### src/rtl/rstseq_pkg.sv
package rstseq_pkg;
   typedef enum logic [1:0] {
      ST_IDLE = 2'd0,
      ST_STAB = 2'd1,
      ST_PIN  = 2'd2,
      ST_HOLD = 2'd3
   } seq_state_t;

   localparam int N_CAUSE   = 3;
   localparam int CAUSE_POR = 0;
   localparam int CAUSE_COP = 1;
   localparam int CAUSE_PIN = 2;

   typedef logic [N_CAUSE-1:0] cause_vec_t;
endpackage

### src/rtl/rstseq_counter.sv
module rstseq_counter #(
   parameter int CNT_W = 13
) (
   input  logic             clk,
   input  logic             clr,
   input  logic             inc,
   output logic [CNT_W-1:0] cnt
);
   always_ff @(posedge clk) begin
      if (clr)
         cnt <= '0;
      else if (inc)
         cnt <= cnt + 1'b1;
   end
endmodule

### src/rtl/rstseq_fsm.sv
module rstseq_fsm
   import rstseq_pkg::*;
#(
   parameter int STAB_CYCLES = 4096,
   parameter int PIN_CYCLES  = 32,
   parameter int HOLD_CYCLES = 32,
   parameter int CNT_W       = 13
) (
   input  logic             clk,
   input  logic             por,
   input  logic             wdog,
   input  logic             pin_level,
   input  logic [CNT_W-1:0] cnt,
   output seq_state_t       state,
   output logic             cnt_clr,
   output logic             cnt_inc,
   output logic             cause_load,
   output cause_vec_t       cause
);
   localparam logic [CNT_W-1:0] STAB_LAST = CNT_W'(STAB_CYCLES - 1);
   localparam logic [CNT_W-1:0] PIN_LAST  = CNT_W'(PIN_CYCLES - 1);
   localparam logic [CNT_W-1:0] HOLD_LAST = CNT_W'(HOLD_CYCLES - 1);

   seq_state_t nxt;

   always_comb begin
      nxt        = state;
      cnt_clr    = 1'b0;
      cnt_inc    = 1'b0;
      cause_load = 1'b0;
      cause      = '0;
      if (por) begin
         nxt              = ST_STAB;
         cnt_clr          = 1'b1;
         cause_load       = 1'b1;
         cause[CAUSE_POR] = 1'b1;
      end else if (wdog && state != ST_STAB) begin
         nxt              = ST_PIN;
         cnt_clr          = 1'b1;
         cause_load       = 1'b1;
         cause[CAUSE_COP] = 1'b1;
      end else begin
         case (state)
            ST_IDLE: begin
               if (!pin_level) begin
                  nxt              = ST_HOLD;
                  cnt_clr          = 1'b1;
                  cause_load       = 1'b1;
                  cause[CAUSE_PIN] = 1'b1;
               end
            end
            ST_STAB: begin
               if (cnt == STAB_LAST) begin
                  nxt     = ST_PIN;
                  cnt_clr = 1'b1;
               end else begin
                  cnt_inc = 1'b1;
               end
            end
            ST_PIN: begin
               if (cnt == PIN_LAST) begin
                  nxt     = ST_HOLD;
                  cnt_clr = 1'b1;
               end else begin
                  cnt_inc = 1'b1;
               end
            end
            ST_HOLD: begin
               if (!pin_level) begin
                  cnt_clr = 1'b1;
               end else if (cnt == HOLD_LAST) begin
                  nxt     = ST_IDLE;
                  cnt_clr = 1'b1;
               end else begin
                  cnt_inc = 1'b1;
               end
            end
            default: nxt = ST_IDLE;
         endcase
      end
   end

   always_ff @(posedge clk) begin
      state <= nxt;
   end
endmodule

### src/rtl/rstseq_status.sv
module rstseq_status
   import rstseq_pkg::*;
#(
   parameter bit RD_GATED = 1'b1
) (
   input  logic       clk,
   input  logic       load,
   input  cause_vec_t cause,
   input  logic       rd,
   output cause_vec_t stat_q,
   output cause_vec_t rd_data
);
   always_ff @(posedge clk) begin
      if (load)
         stat_q <= cause;
   end

   if (RD_GATED) begin : g_rd_gated
      assign rd_data = rd ? stat_q : '0;
   end else begin : g_rd_open
      logic unused_rd;
      assign unused_rd = rd;
      assign rd_data   = stat_q;
   end
endmodule

### src/rtl/rstseq_top.sv
module rstseq_top
   import rstseq_pkg::*;
#(
   parameter int STAB_CYCLES = 4096,
   parameter int PIN_CYCLES  = 32,
   parameter int HOLD_CYCLES = 32,
   parameter bit RD_GATED    = 1'b1
) (
   input  logic         clk_ref,
   input  logic         por_pulse,
   input  logic         wdog_ovf,
   input  logic         rst_pin_level,
   input  logic         hv_on_rst,
   input  logic         hv_on_irq,
   input  logic         stat_rd,
   output logic         clk_en,
   output logic         rst_pin_pd,
   output logic         cpu_rst,
   output logic         wdog_disable,
   output logic [2:0]   stat_data
);
   localparam int MAX_A   = (STAB_CYCLES > PIN_CYCLES) ? STAB_CYCLES : PIN_CYCLES;
   localparam int MAX_CYC = (MAX_A > HOLD_CYCLES) ? MAX_A : HOLD_CYCLES;
   localparam int CNT_W   = $clog2(MAX_CYC + 1);

   if (STAB_CYCLES < 1 || PIN_CYCLES < 1 || HOLD_CYCLES < 1) begin : g_bad_len
      $error("rstseq_top: every phase length must be at least one cycle");
   end
   if (N_CAUSE != 3) begin : g_bad_cause
      $error("rstseq_top: status port expects three cause bits");
   end

   seq_state_t       state;
   logic [CNT_W-1:0] cnt;
   logic             cnt_clr;
   logic             cnt_inc;
   logic             cause_load;
   cause_vec_t       cause;
   cause_vec_t       stat_q;
   cause_vec_t       rd_data;

   rstseq_fsm #(
      .STAB_CYCLES (STAB_CYCLES),
      .PIN_CYCLES  (PIN_CYCLES),
      .HOLD_CYCLES (HOLD_CYCLES),
      .CNT_W       (CNT_W)
   ) u_fsm (
      .clk        (clk_ref),
      .por        (por_pulse),
      .wdog       (wdog_ovf),
      .pin_level  (rst_pin_level),
      .cnt        (cnt),
      .state      (state),
      .cnt_clr    (cnt_clr),
      .cnt_inc    (cnt_inc),
      .cause_load (cause_load),
      .cause      (cause)
   );

   rstseq_counter #(.CNT_W(CNT_W)) u_cnt (
      .clk (clk_ref),
      .clr (cnt_clr),
      .inc (cnt_inc),
      .cnt (cnt)
   );

   rstseq_status #(.RD_GATED(RD_GATED)) u_stat (
      .clk     (clk_ref),
      .load    (cause_load),
      .cause   (cause),
      .rd      (stat_rd),
      .stat_q  (stat_q),
      .rd_data (rd_data)
   );

   // Output decode from the sequence state
   assign clk_en       = (state != ST_STAB);
   assign rst_pin_pd   = (state == ST_STAB) || (state == ST_PIN);
   assign cpu_rst      = (state != ST_IDLE);
   assign wdog_disable = hv_on_rst | hv_on_irq;
   assign stat_data    = rd_data;
endmodule

### config.mk
export PLATFORM = sky130hd
export DESIGN_NAME = rstseq_top
export DESIGN_NICKNAME = d
export VERILOG_FILES = /design/src/rtl/rstseq_pkg.sv /design/src/rtl/rstseq_counter.sv /design/src/rtl/rstseq_fsm.sv /design/src/rtl/rstseq_status.sv /design/src/rtl/rstseq_top.sv
export SDC_FILE = /design/constraint.sdc
export NUM_CORES = 1
export LEC_CHECK = 0
export BUFFER_PORTS_ARGS = -buffer_cell sky130_fd_sc_hd__buf_2
export CORE_UTILIZATION = 59
export DETAILED_ROUTE_END_ITERATION = 6
export PLACE_DENSITY = 0.81
export SKIP_CTS_REPAIR_TIMING = 1
export SLEW_MARGIN = 20
export SYNTH_ARGS = -nofsm -noshare
export SYNTH_HDL_FRONTEND = slang
export SYNTH_HIERARCHICAL = 1
export SYNTH_SLANG_ARGS = --single-unit
### constraint.sdc
create_clock -name clk_ref -period 6.01 [get_ports clk_ref]
set_clock_uncertainty 0.15 [all_clocks]
set_input_delay 0.601 -clock clk_ref [delete_from_list [all_inputs] [get_ports clk_ref]]
set_output_delay 0.601 -clock clk_ref [all_outputs]
set_load 0.03 [all_outputs]
# --- Yosys cells after proc, flatten, opt, wreduce, memory -nomap -nowiden ---
# Cells that the tools add are included.
word_totals:
  inputBits: 7
  ff_bits: 18
  elab_cells: 50
classes:
  n_addsub: 1
  n_mux: 26
  reduce_logical: 6
  bitwise: 1
  n_eq_ne: 11
op_table:
  columns: ["operator", "count"]
  rows:
  - ["$mux 1", 16]
  - ["$add 13x1->13 const B", 1]
  - ["$eq 13x12->1 const B", 1]
  - ["$eq 13x5->1 const B", 1]
  - ["$mux 2", 6]
  - ["$ne 3x1->1 const B", 3]
  - ["$pmux 2 s4", 1]
  - ["$ne 3x2->1 const B", 2]
  - ["$reduce_and 5->1", 1]
  - ["$eq 2x2->1 const B", 2]
  - ["$pmux 1 s4", 1]
  - ["$mux 3", 1]
  - ["$pmux 1 s3", 1]
  - ["$eq 2x1->1 const B", 1]
  - ["$logic_not 2->1", 1]
  - ["$ne 2x1->1 const B", 1]
  - ["$reduce_bool 2->1", 1]
  - ["$reduce_or 2->1", 1]
  - ["$logic_and 1x1->1", 1]
  - ["$logic_or 1x1->1", 1]
  - ["$or 1x1->1", 1]

# --- Longest topological paths before layout ---
# Gate-level depths: netlist (run 1).
depth:
  ltp_word: 6
  depth_mapped: 7

# --- Cells and area by module ---
# The synthesis (run 1) kept the hierarchy.
modules_own_cells:
  columns: ["module", "cells_per_inst", "seq_area_each_um2", "area_each_um2", "n_inst"]
  rows:
  - ["rstseq_counter", 64, 260.2, 585.6, 1]
  - ["rstseq_fsm", 36, 40.0, 265.3, 1]
  - ["rstseq_status", 6, 90.1, 108.9, 1]
  - ["rstseq_top", 7, 0.0, 46.3, 1]

# --- Worst setup path after synthesis (run 1) ---
# OpenSTA, ideal clock, no wires.
synth_path:
  path_kind: "register to register"
  from: "register u_fsm.state[1]"
  to: "register u_cnt.cnt[11]"
  t_arrival_ps: 2465
  path_slack_ps: 3271
  path_stages_with_launch: 8
  cell_sequence: "dfxtp_1 clkbuf_1 nand2b_1 or2_2 a21boi_0 nand4_2 nor4_1 mux2_1"
synth_via:
  elab_chain_cells: 4
synth_rtl:
  columns: ["element", "line", "rtl"]
  rows:
  - ["start: declaration", "rstseq_fsm.sv:14", "output seq_state_t state,"]
  - ["start signal: assignment", "rstseq_fsm.sv:84", "state <= nxt;"]
  - ["$eq 2x2->1, or another cell as far along", "rstseq_fsm.sv:43", "case (state)"]
  - ["$pmux 1 s3 or $logic_and 1x1->1 (tied branches)", "rstseq_fsm.sv:43, rstseq_fsm.sv:37", null]
  - ["$mux 1 *", "rstseq_fsm.sv:37", "end else if (wdog && state != ST_STAB) begin"]
  - ["$mux 1 *", "rstseq_fsm.sv:32", "if (por) begin"]
  - ["named net cnt_inc", "rstseq_top.sv:36", "logic cnt_inc;"]
  - ["end signal: assignment", "rstseq_counter.sv:13", "cnt <= cnt + 1'b1;"]
  - ["end: declaration", "rstseq_counter.sv:7", "output logic [CNT_W-1:0] cnt"]
# The timed path passes the listed nets; every way through them passes the cells marked *.
# A chain may end at the register's enable or synchronous reset.

# --- Worst setup path after layout (run 1) ---
# Ends and elaborated chain as after synthesis.

==> flow_metrics.py, run 1 <==
metrics = {
    "outcome": {
        "status": "finished clean",
    },
    "layout": {
        "nets": 138,
        "syn2layout_area_growth_pct": 9.58,
        "layout-drive-gt1-share_pct": 19.7,
        "num_antenna_cells": 0,
        "fillers": 132,
    },
    "clock_tree": {
        "htreeDepth": 1,
        "clock_sinks": 18,
        "cts_tree": "yes",
        "clk_path_buf_depth": 2,
        "cts.clk_slew.worst_paths_ns": 0.10,
        "cts_buffers": 3,
        "insertion_delay_ns": 0.29,
        "clockRootBuffer": "clkbuf_4",
    },
    "place": {
        "port_buffers": 13,
        "gp_congestion": 0.920,
        "hpwl_mm": 1.41,
        "place_ws_ns": 3.07,
    },
    "power_and_ir_drop": {
        "finalPower_mw": 0.205,
        "ir_drop_mv": 0.174,
        "p_leak_nw": 0.471,
        "powerDensity_nw_per_um2": 186,
    },
    "routing": {
        "vias_per_cell": 6.15,
        "ant_nets": 0,
        "wirelength_mm": 1.89,
        "drt_first_pass_iters": 4,
        "drc": 0,
        "vias": 879,
        "dr.first_iter.drc_count": 30,
        "wire_per_inst_um": 13.2,
    },
    "timing": {
        "grt_setup_unrepaired": "false",
        "fin_setup_tns_ns": 0,
        "max-slew-margin-rel_pct": 49.4,
        "fin_ws_ns": 3.03,
        "whs_ns": 0.366,
        "timing.fmax_mhz": 336,
        "finalHoldViolations": 0,
        "setup-violations-final": 0,
        "slew_violations": 0,
        "worstMarginPinSlew_ns": 0.753,
        "layout_min_cycle_time_ns": 2.98,
        "min_period_over_period_pct": 49.5,
    },
    "floorplan": {
        "die-height_um": 43.3,
        "core_um2": 1540,
        "initial_core_util_pct": 65.3,
        "io_pins": 14,
        "dieWidth_um": 43.3,
        "die-area_um2": 1870,
        "placementRows": 14,
    },
    "global_route": {
        "grt_pass1_wl_mm": 3.20,
        "grt_usage_pct": 22.9,
        "grt_overflow_total": 0,
        "grt_pass1_vias": 781,
        "grt_max_degree": 17,
        "antenna_found_initial": 0,
    },
    "setup_path": {
        "required_ns": 6.05,
        "startpoint_type": "flip-flop",
        "criticalPathCategory": "flip-flop to flip-flop",
        "r2r-start": "u_fsm/state[1]",
        "critPathMaxFanout": 10,
        "r2r_slack_ns": 3.03,
        "arrival_ns": 3.01,
        "end_kind": "flip-flop",
        "reg2reg_depth": 6,
        "rr_endpoint": "u_cnt/cnt[11]",
    },
    "worst_hold_path": {
        "min_to": "u_stat/stat_q[0]",
        "holdPathStages": 1,
        "hp-class": "input pin to flip-flop",
        "min-delay-start": "por_pulse",
    },
    "logic_synthesis": {
        "synthTopCellsByCount": "dfxtp_1 (15), inv_1 (10), nor2_1 (10), a21oi_1 (7), nand2_1 (7)",
        "synthArstFlopShare_pct": 0,
        "ys_seq_elements": 18,
        "seq_area_frac_synth_pct": 38.8,
        "synth-edff-count": 3,
        "synth_warnings": 6,
        "synth_area_leaders": "dfxtp_1 (30%), edfxtp_1 (9.0%), ha_1 (3.7%)",
        "yosysMostFrequentCell": "dfxtp_1",
        "avgSynthCellArea_um2": 8.90,
        "synthFlopType": "dfxtp_1",
        "synth_nets": 123,
        "synth_area_um2": 1010,
        "ys_types": 37,
        "synthCells": 113,
        "yosysTopAreaCell": "dfxtp_1",
        "synth.top_cell.area_share_pct": 29.9,
    },
    "run": {
        "maxCapViolations": 0,
    },
}
[routing by layer]
layer,vias up,wire (um),global-route usage [%]
met5,-,0,0
met4,0,40,12.7
met3,6,117,3.83
met2,35,931,38.8
met1,402,796,26.9
li1,436,-,-
[layout make-up]
cell class / instances / area (um^2) / share of cell area [%]
Tap cell: 16 / 20.0 / 1.82
Clock buffer: 3 / 22.5 / 2.04
Multi-Input combinational cell: 82 / 563 / 51.1
Clock inverter: 1 / 3.75 / 0.341
Inverter: 10 / 37.5 / 3.41
Sequential cell: 18 / 390 / 35.4
Timing Repair Buffer: 13 / 65.1 / 5.90
[state kept, by name, summed over array words and instances, names as in the netlist]
name,cells
u_cnt/cnt,13
u_stat/stat_q,3
u_fsm/state,2
[layout by cell type, fill, tap and decap left out, types with 2 or more instances in the layout]
master,count
nor4_1,5
edfxtp_1,3
nand2_1,7
inv_1,10
clkbuf_4,3
nand2b_1,2
ha_1,3
nor2b_1,3
or4_1,4
nand4_1,3
nor2_1,10
o31ai_1,4
or3_1,2
xor2_1,2
and2_1,4
nand4_2,2
xnor2_1,2
mux2_2,3
a21oi_1,7
dfxtp_1,15
or4_4,2
buf_2,13
and3_1,2
nand3_1,2
[worst max-delay path: stages (launching register included)]
cell and delay (ns):
dfxtp_1 0.41, nand2b_1 0.24, or2_2 0.35, a21boi_0 0.61
nand4_2 0.35, nor4_1 0.42, mux2_1 0.35
[metrics by stage]
stage                     area (um^2)  instances  util (%)
after floorplan                  1010        113         -
after global placement           1080        139      69.8
after detailed placement         1080        139      69.8
after CTS                        1100        143      71.5
after global routing             1100        143      71.5
final                            1100        143      71.5
[cell families after synthesis]
logic type	count (synthesis)	synth area share [%]
compound gates	20	13.9
xor+xnor	4	3.48
fa+ha+maj	3	3.73
buf+inv	13	5.22
flops	18	38.8
mux	5	5.47
simple gates	50	29.4
[worst max-delay path by stage]
stage | startpoint | end | slack (ns) | depth (start not counted)
global placement | u_fsm/state[1] | u_cnt/cnt[11] | 3.19 | 6
CTS | u_fsm/state[1] | u_cnt/cnt[11] | 3.06 | 6
global route | u_fsm/state[0] | u_cnt/cnt[11] | 2.80 | 6
finish | u_fsm/state[1] | u_cnt/cnt[11] | 3.03 | 6
detailed placement | u_fsm/state[1] | u_cnt/cnt[11] | 3.07 | 6
floorplan | u_fsm/state[1] | u_cnt/cnt[11] | 3.27 | 7
[report_power, final]
part	switching, mW	internal (mW)	total (mW)
logic	0.0111	0.00648	0.0176
registers	0.00219	0.125	0.127
clock network	0.0365	0.0242	0.0606
Power figures use the tool's default switching activity.
==> run 2: changes to the inputs <==
- CORE_UTILIZATION: 59 -> 55
- PLACE_DENSITY: 0.81 -> 0.76
- clock period: 6.01 -> 3.1 ns (I/O delays scaled with it)
==> flow_metrics.py, run 2 (synthesized netlist as in run 1, its figures left out) <==
metrics = {
    "timing": {
        "finalHoldViolations": 0,
        "slew_violations": 0,
        "whs_ns": 0.0827,
        "grt_setup_unrepaired": "false",
        "fin_setup_tns_ns": 0,
        "fin_ws_ns": 0.435,
        "setup-violations-final": 0,
        "timing.fmax_mhz": 375,
        "min_period_over_period_pct": 86.0,
        "layout_min_cycle_time_ns": 2.66,
        "max-slew-margin-rel_pct": 66.9,
        "worstMarginPinSlew_ns": 0.496,
    },
    "clock_tree": {
        "cts_tree": "yes",
        "cts.clk_slew.worst_paths_ns": 0.10,
        "clock_sinks": 18,
        "htreeDepth": 1,
        "clk_path_buf_depth": 2,
        "cts_buffers": 3,
        "insertion_delay_ns": 0.28,
        "clockRootBuffer": "clkbuf_4",
    },
    "setup_path": {
        "arrival_ns": 2.70,
        "critPathMaxFanout": 10,
        "end_kind": "flip-flop",
        "r2r_slack_ns": 0.44,
        "startpoint_type": "flip-flop",
        "required_ns": 3.13,
        "criticalPathCategory": "flip-flop to flip-flop",
    },
    "routing": {
        "drc": 0,
        "dr.first_iter.drc_count": 9,
        "drt_first_pass_iters": 3,
        "met3_length_um": 49,
        "vias_per_cell": 5.71,
        "dr.max_layer_used": "met4",
        "wire_per_inst_um": 12.3,
        "vias": 874,
        "drt-met1-wl_um": 830,
        "ant_nets": 0,
        "wirelength_mm": 1.88,
        "met2RoutedLength_um": 990,
    },
    "power_and_ir_drop": {
        "p_leak_nw": 0.477,
        "powerDensity_nw_per_um2": 352,
        "ir_drop_mv": 0.273,
        "finalPower_mw": 0.394,
    },
    "run": {
        "maxCapViolations": 0,
    },
    "floorplan": {
        "die-height_um": 44.8,
        "io_pins": 14,
        "die-area_um2": 2000,
        "dieWidth_um": 44.8,
        "placementRows": 15,
        "initial_core_util_pct": 58.3,
        "core_um2": 1730,
    },
    "global_route": {
        "grt_pass1_wl_mm": 3.03,
        "antenna_found_initial": 0,
        "grt_usage_pct": 20.3,
        "grt_overflow_total": 0,
        "grt_pass1_vias": 765,
        "grt_max_degree": 11,
    },
    "layout": {
        "layout_common_cells": "dfxtp_1 (15), buf_2 (13), inv_1 (10), nor2_1 (10)",
        "largest_register_ffs": 13,
        "num_antenna_cells": 0,
        "layout-drive-gt1-share_pct": 20.3,
        "layout_commonest_cell": "dfxtp_1",
        "nets": 139,
        "syn2layout_area_growth_pct": 11.4,
        "largestRegisters": "u_cnt/cnt: 13 flops, u_stat/stat_q: 3 flops, u_fsm/state: 2 flops",
        "regMostFlops": "u_cnt/cnt",
    },
    "worst_hold_path": {
        "hp-class": "input pin to flip-flop",
    },
    "place": {
        "port_buffers": 13,
        "hpwl_mm": 1.44,
        "place_ws_ns": 0.174,
        "gp_congestion": 0.937,
    },
    "outcome": {
        "status": "finished clean",
    },
}
run 2: layer usage:
metal	track usage, %	vias to the layer above
met4	9.09	0
li1	-	445
met1	22.5	414
met3	2.80	2
met5	0	-
met2	38.2	13
run 2: path summary, 6_finish.rpt:
check | startpoint | to | depth (start not counted)
min | por_pulse | u_stat/stat_q[0] | 1
min reg2reg | u_cnt/cnt[8] | u_cnt/cnt[8] | 2
max | u_fsm/state[1] | u_cnt/cnt[12] | 6
max reg2reg | u_fsm/state[1] | u_cnt/cnt[12] | 6
run 2: through the flow:
step	util, %	instances	cell area [um^2]
floorplan	-	113	1010
global placement	63.4	149	1090
detailed placement	63.4	149	1090
CTS	64.9	153	1120
global route	64.9	153	1120
finish	64.9	153	1120
run 2: worst max-delay path, stage by stage, from the launching register on:
cell	delay, ns
dfxtp_1	0.40
nand2b_1	0.22
or2_2	0.35
a21boi_1	0.41
nand4_2	0.29
nor4_1	0.38
mux2_2	0.36
run 2: cell type report:
type	count	area, um^2
Fill cell	164	606
Multi-Input combinational cell	82	563
Sequential cell	18	390
Timing Repair Buffer	14	72.6
Inverter	10	37.5
Tap cell	25	31.3
Clock buffer	3	22.5
Clock inverter	1	3.75
run 2: where the power goes:
| group | total, mW | switching, mW | internal (mW) |
|---|---|---|---|
| logic | 0.0342 | 0.0211 | 0.0131 |
| registers | 0.246 | 0.00405 | 0.242 |
| clock network | 0.114 | 0.0672 | 0.0467 |
| total | 0.394 | 0.0923 | 0.302 |
==> run 3: changes to the inputs <==
- BUFFER_PORTS_ARGS: -buffer_cell sky130_fd_sc_hd__buf_2 -> -buffer_cell sky130_fd_sc_hd__buf_4
- CAP_MARGIN: not set -> 20
==> flow_metrics.py, run 3 (synthesized netlist as in run 1, its figures left out) <==
metrics = {
    "layout": {
        "regMostFlops": "u_cnt/cnt",
        "nets": 139,
        "layout_common_cells": "dfxtp_1 (15), buf_4 (14), inv_1 (10), nor2_1 (10)",
        "num_antenna_cells": 0,
        "fillers": 156,
        "syn2layout_area_growth_pct": 14.7,
        "final_cell_area_um2": 1150,
        "largest_register_ffs": 13,
        "largestRegisters": "u_cnt/cnt: 13 flops, u_stat/stat_q: 3 flops, u_fsm/state: 2 flops",
        "layout_commonest_cell": "dfxtp_1",
        "layout-drive-gt1-share_pct": 20.3,
    },
    "outcome": {
        "status": "finished clean",
    },
    "routing": {
        "drt_first_pass_iters": 4,
        "ant_nets": 0,
        "dr.first_iter.drc_count": 19,
        "vias_per_cell": 5.76,
        "wire_per_inst_um": 12.3,
        "vias": 882,
        "drc": 0,
        "wirelength_mm": 1.89,
    },
    "setup_path": {
        "crit_chain": "nand2b_1 -> or2_2 -> a21boi_1 -> nand4_2 -> nor4_1 -> mux2_1",
        "startpoint": "u_fsm/state[1]",
        "cp.depth": 6,
        "slowest_delay_ns": 0.41,
        "reg2reg_depth": 6,
        "r2r-start": "u_fsm/state[1]",
        "critPathMaxFanout": 10,
        "criticalPathCategory": "flip-flop to flip-flop",
        "required_ns": 3.14,
        "end_kind": "flip-flop",
        "critPathTopFamily": "simple AND/OR/NAND/NOR gates",
        "startpoint_type": "flip-flop",
        "arrival_ns": 2.72,
        "worst-path-buf-inv": 0,
        "r2r_slack_ns": 0.41,
        "slowest_stage": "dfxtp_1",
        "rr_endpoint": "u_cnt/cnt[11]",
        "setup.worst_path.end": "u_cnt/cnt[11]",
    },
    "timing": {
        "fin_ws_ns": 0.411,
        "grt_setup_unrepaired": "false",
        "worstMarginPinSlew_ns": 0.493,
        "min_period_over_period_pct": 86.7,
        "max-slew-margin-rel_pct": 67.0,
        "finalHoldViolations": 0,
        "layout_min_cycle_time_ns": 2.69,
        "setup-violations-final": 0,
        "timing.fmax_mhz": 372,
        "fin_setup_tns_ns": 0,
        "slew_violations": 0,
    },
    "place": {
        "port_buffers": 13,
        "post_dp_cell_area_um2": 1130,
        "hpwl_mm": 1.41,
        "gp_congestion": 0.924,
        "place_ws_ns": 0.166,
    },
    "clock_tree": {
        "cts_tree": "yes",
        "cts.clk_slew.worst_paths_ns": 0.10,
        "htreeDepth": 1,
        "clockRootBuffer": "clkbuf_4",
        "clk_path_buf_depth": 2,
        "insertion_delay_ns": 0.29,
        "cts_buffers": 3,
        "clock_sinks": 18,
    },
    "global_route": {
        "grt_pass1_wl_mm": 3.10,
        "antenna_found_initial": 0,
        "grt_max_degree": 11,
        "grt_usage_pct": 21.6,
        "grt_overflow_total": 0,
        "grt_pass1_vias": 733,
    },
    "floorplan": {
        "core_um2": 1730,
        "initial_core_util_pct": 58.3,
        "die-height_um": 44.8,
        "dieWidth_um": 44.8,
        "die-area_um2": 2000,
        "placementRows": 15,
        "io_pins": 14,
    },
    "power_and_ir_drop": {
        "p_leak_nw": 0.488,
        "ir_drop_mv": 0.212,
        "powerDensity_nw_per_um2": 350,
    },
    "worst_hold_path": {
        "hp-class": "input pin to flip-flop",
    },
    "run": {
        "maxCapViolations": 0,
    },
}
run 3: cell count changes in the layout (fill, tap and decap cells not counted):
cell | previous run | this run
buf_2 | 13 | 0
buf_4 | 1 | 14
run 3: final cells by class:
cell class,count,area [um^2],share of cell area (%)
repair buffers,14,105,9.11
well taps,25,31.3,2.71
clock buffers,3,22.5,1.95
multi-input cells,82,563,48.8
flip-flops and latches,18,390,33.8
clock inverters,1,3.75,0.325
inverters,10,37.5,3.25
run 3: worst min-delay path by stage:
stage / start / to / slack (ns) / cells past startpoint
after floorplan: por_pulse / u_fsm/state[0] / 0.30 / 2
after global placement: u_cnt/cnt[8] / u_cnt/cnt[8] / 0.35 / 2
after detailed placement: u_cnt/cnt[8] / u_cnt/cnt[8] / 0.36 / 2
after CTS: por_pulse / u_stat/stat_q[0] / 0.06 / 1
after global routing: por_pulse / u_stat/stat_q[0] / 0.04 / 1
final: por_pulse / u_stat/stat_q[0] / 0.06 / 1
run 3: metrics by stage:
step           total power [mW]  hold WS, ns  std cells  utilization [%]
4_1_cts                   0.409       0.0582        153             66.8
2_1_floorplan             0.274        0.302        113                -
3_3_place_gp              0.288        0.351        149             65.3
3_5_place_dp              0.290        0.361        149             65.3
5_1_grt                   0.426       0.0376        153             66.8
6_report                  0.404       0.0638        153             66.8
run 3: worst register-to-register path: stages, from the launching register on:
cell and delay (ns):
dfxtp_1 0.41, nand2b_1 0.24, or2_2 0.36, a21boi_1 0.41
nand4_2 0.29, nor4_1 0.38, mux2_1 0.35
run 3: power by group:
group          switching, mW  leakage [nW]  internal, mW
sequential           0.00408         0.150         0.242
clock                 0.0722        0.0154        0.0468
combinational         0.0212         0.323        0.0170
total                 0.0975         0.488         0.306
run 3: routing by layer:
metal,routed length [um],global-route usage (%)
met1,827,24.9
met5,0,0
met3,83,2.80
met2,938,37.6
met4,38,13.3
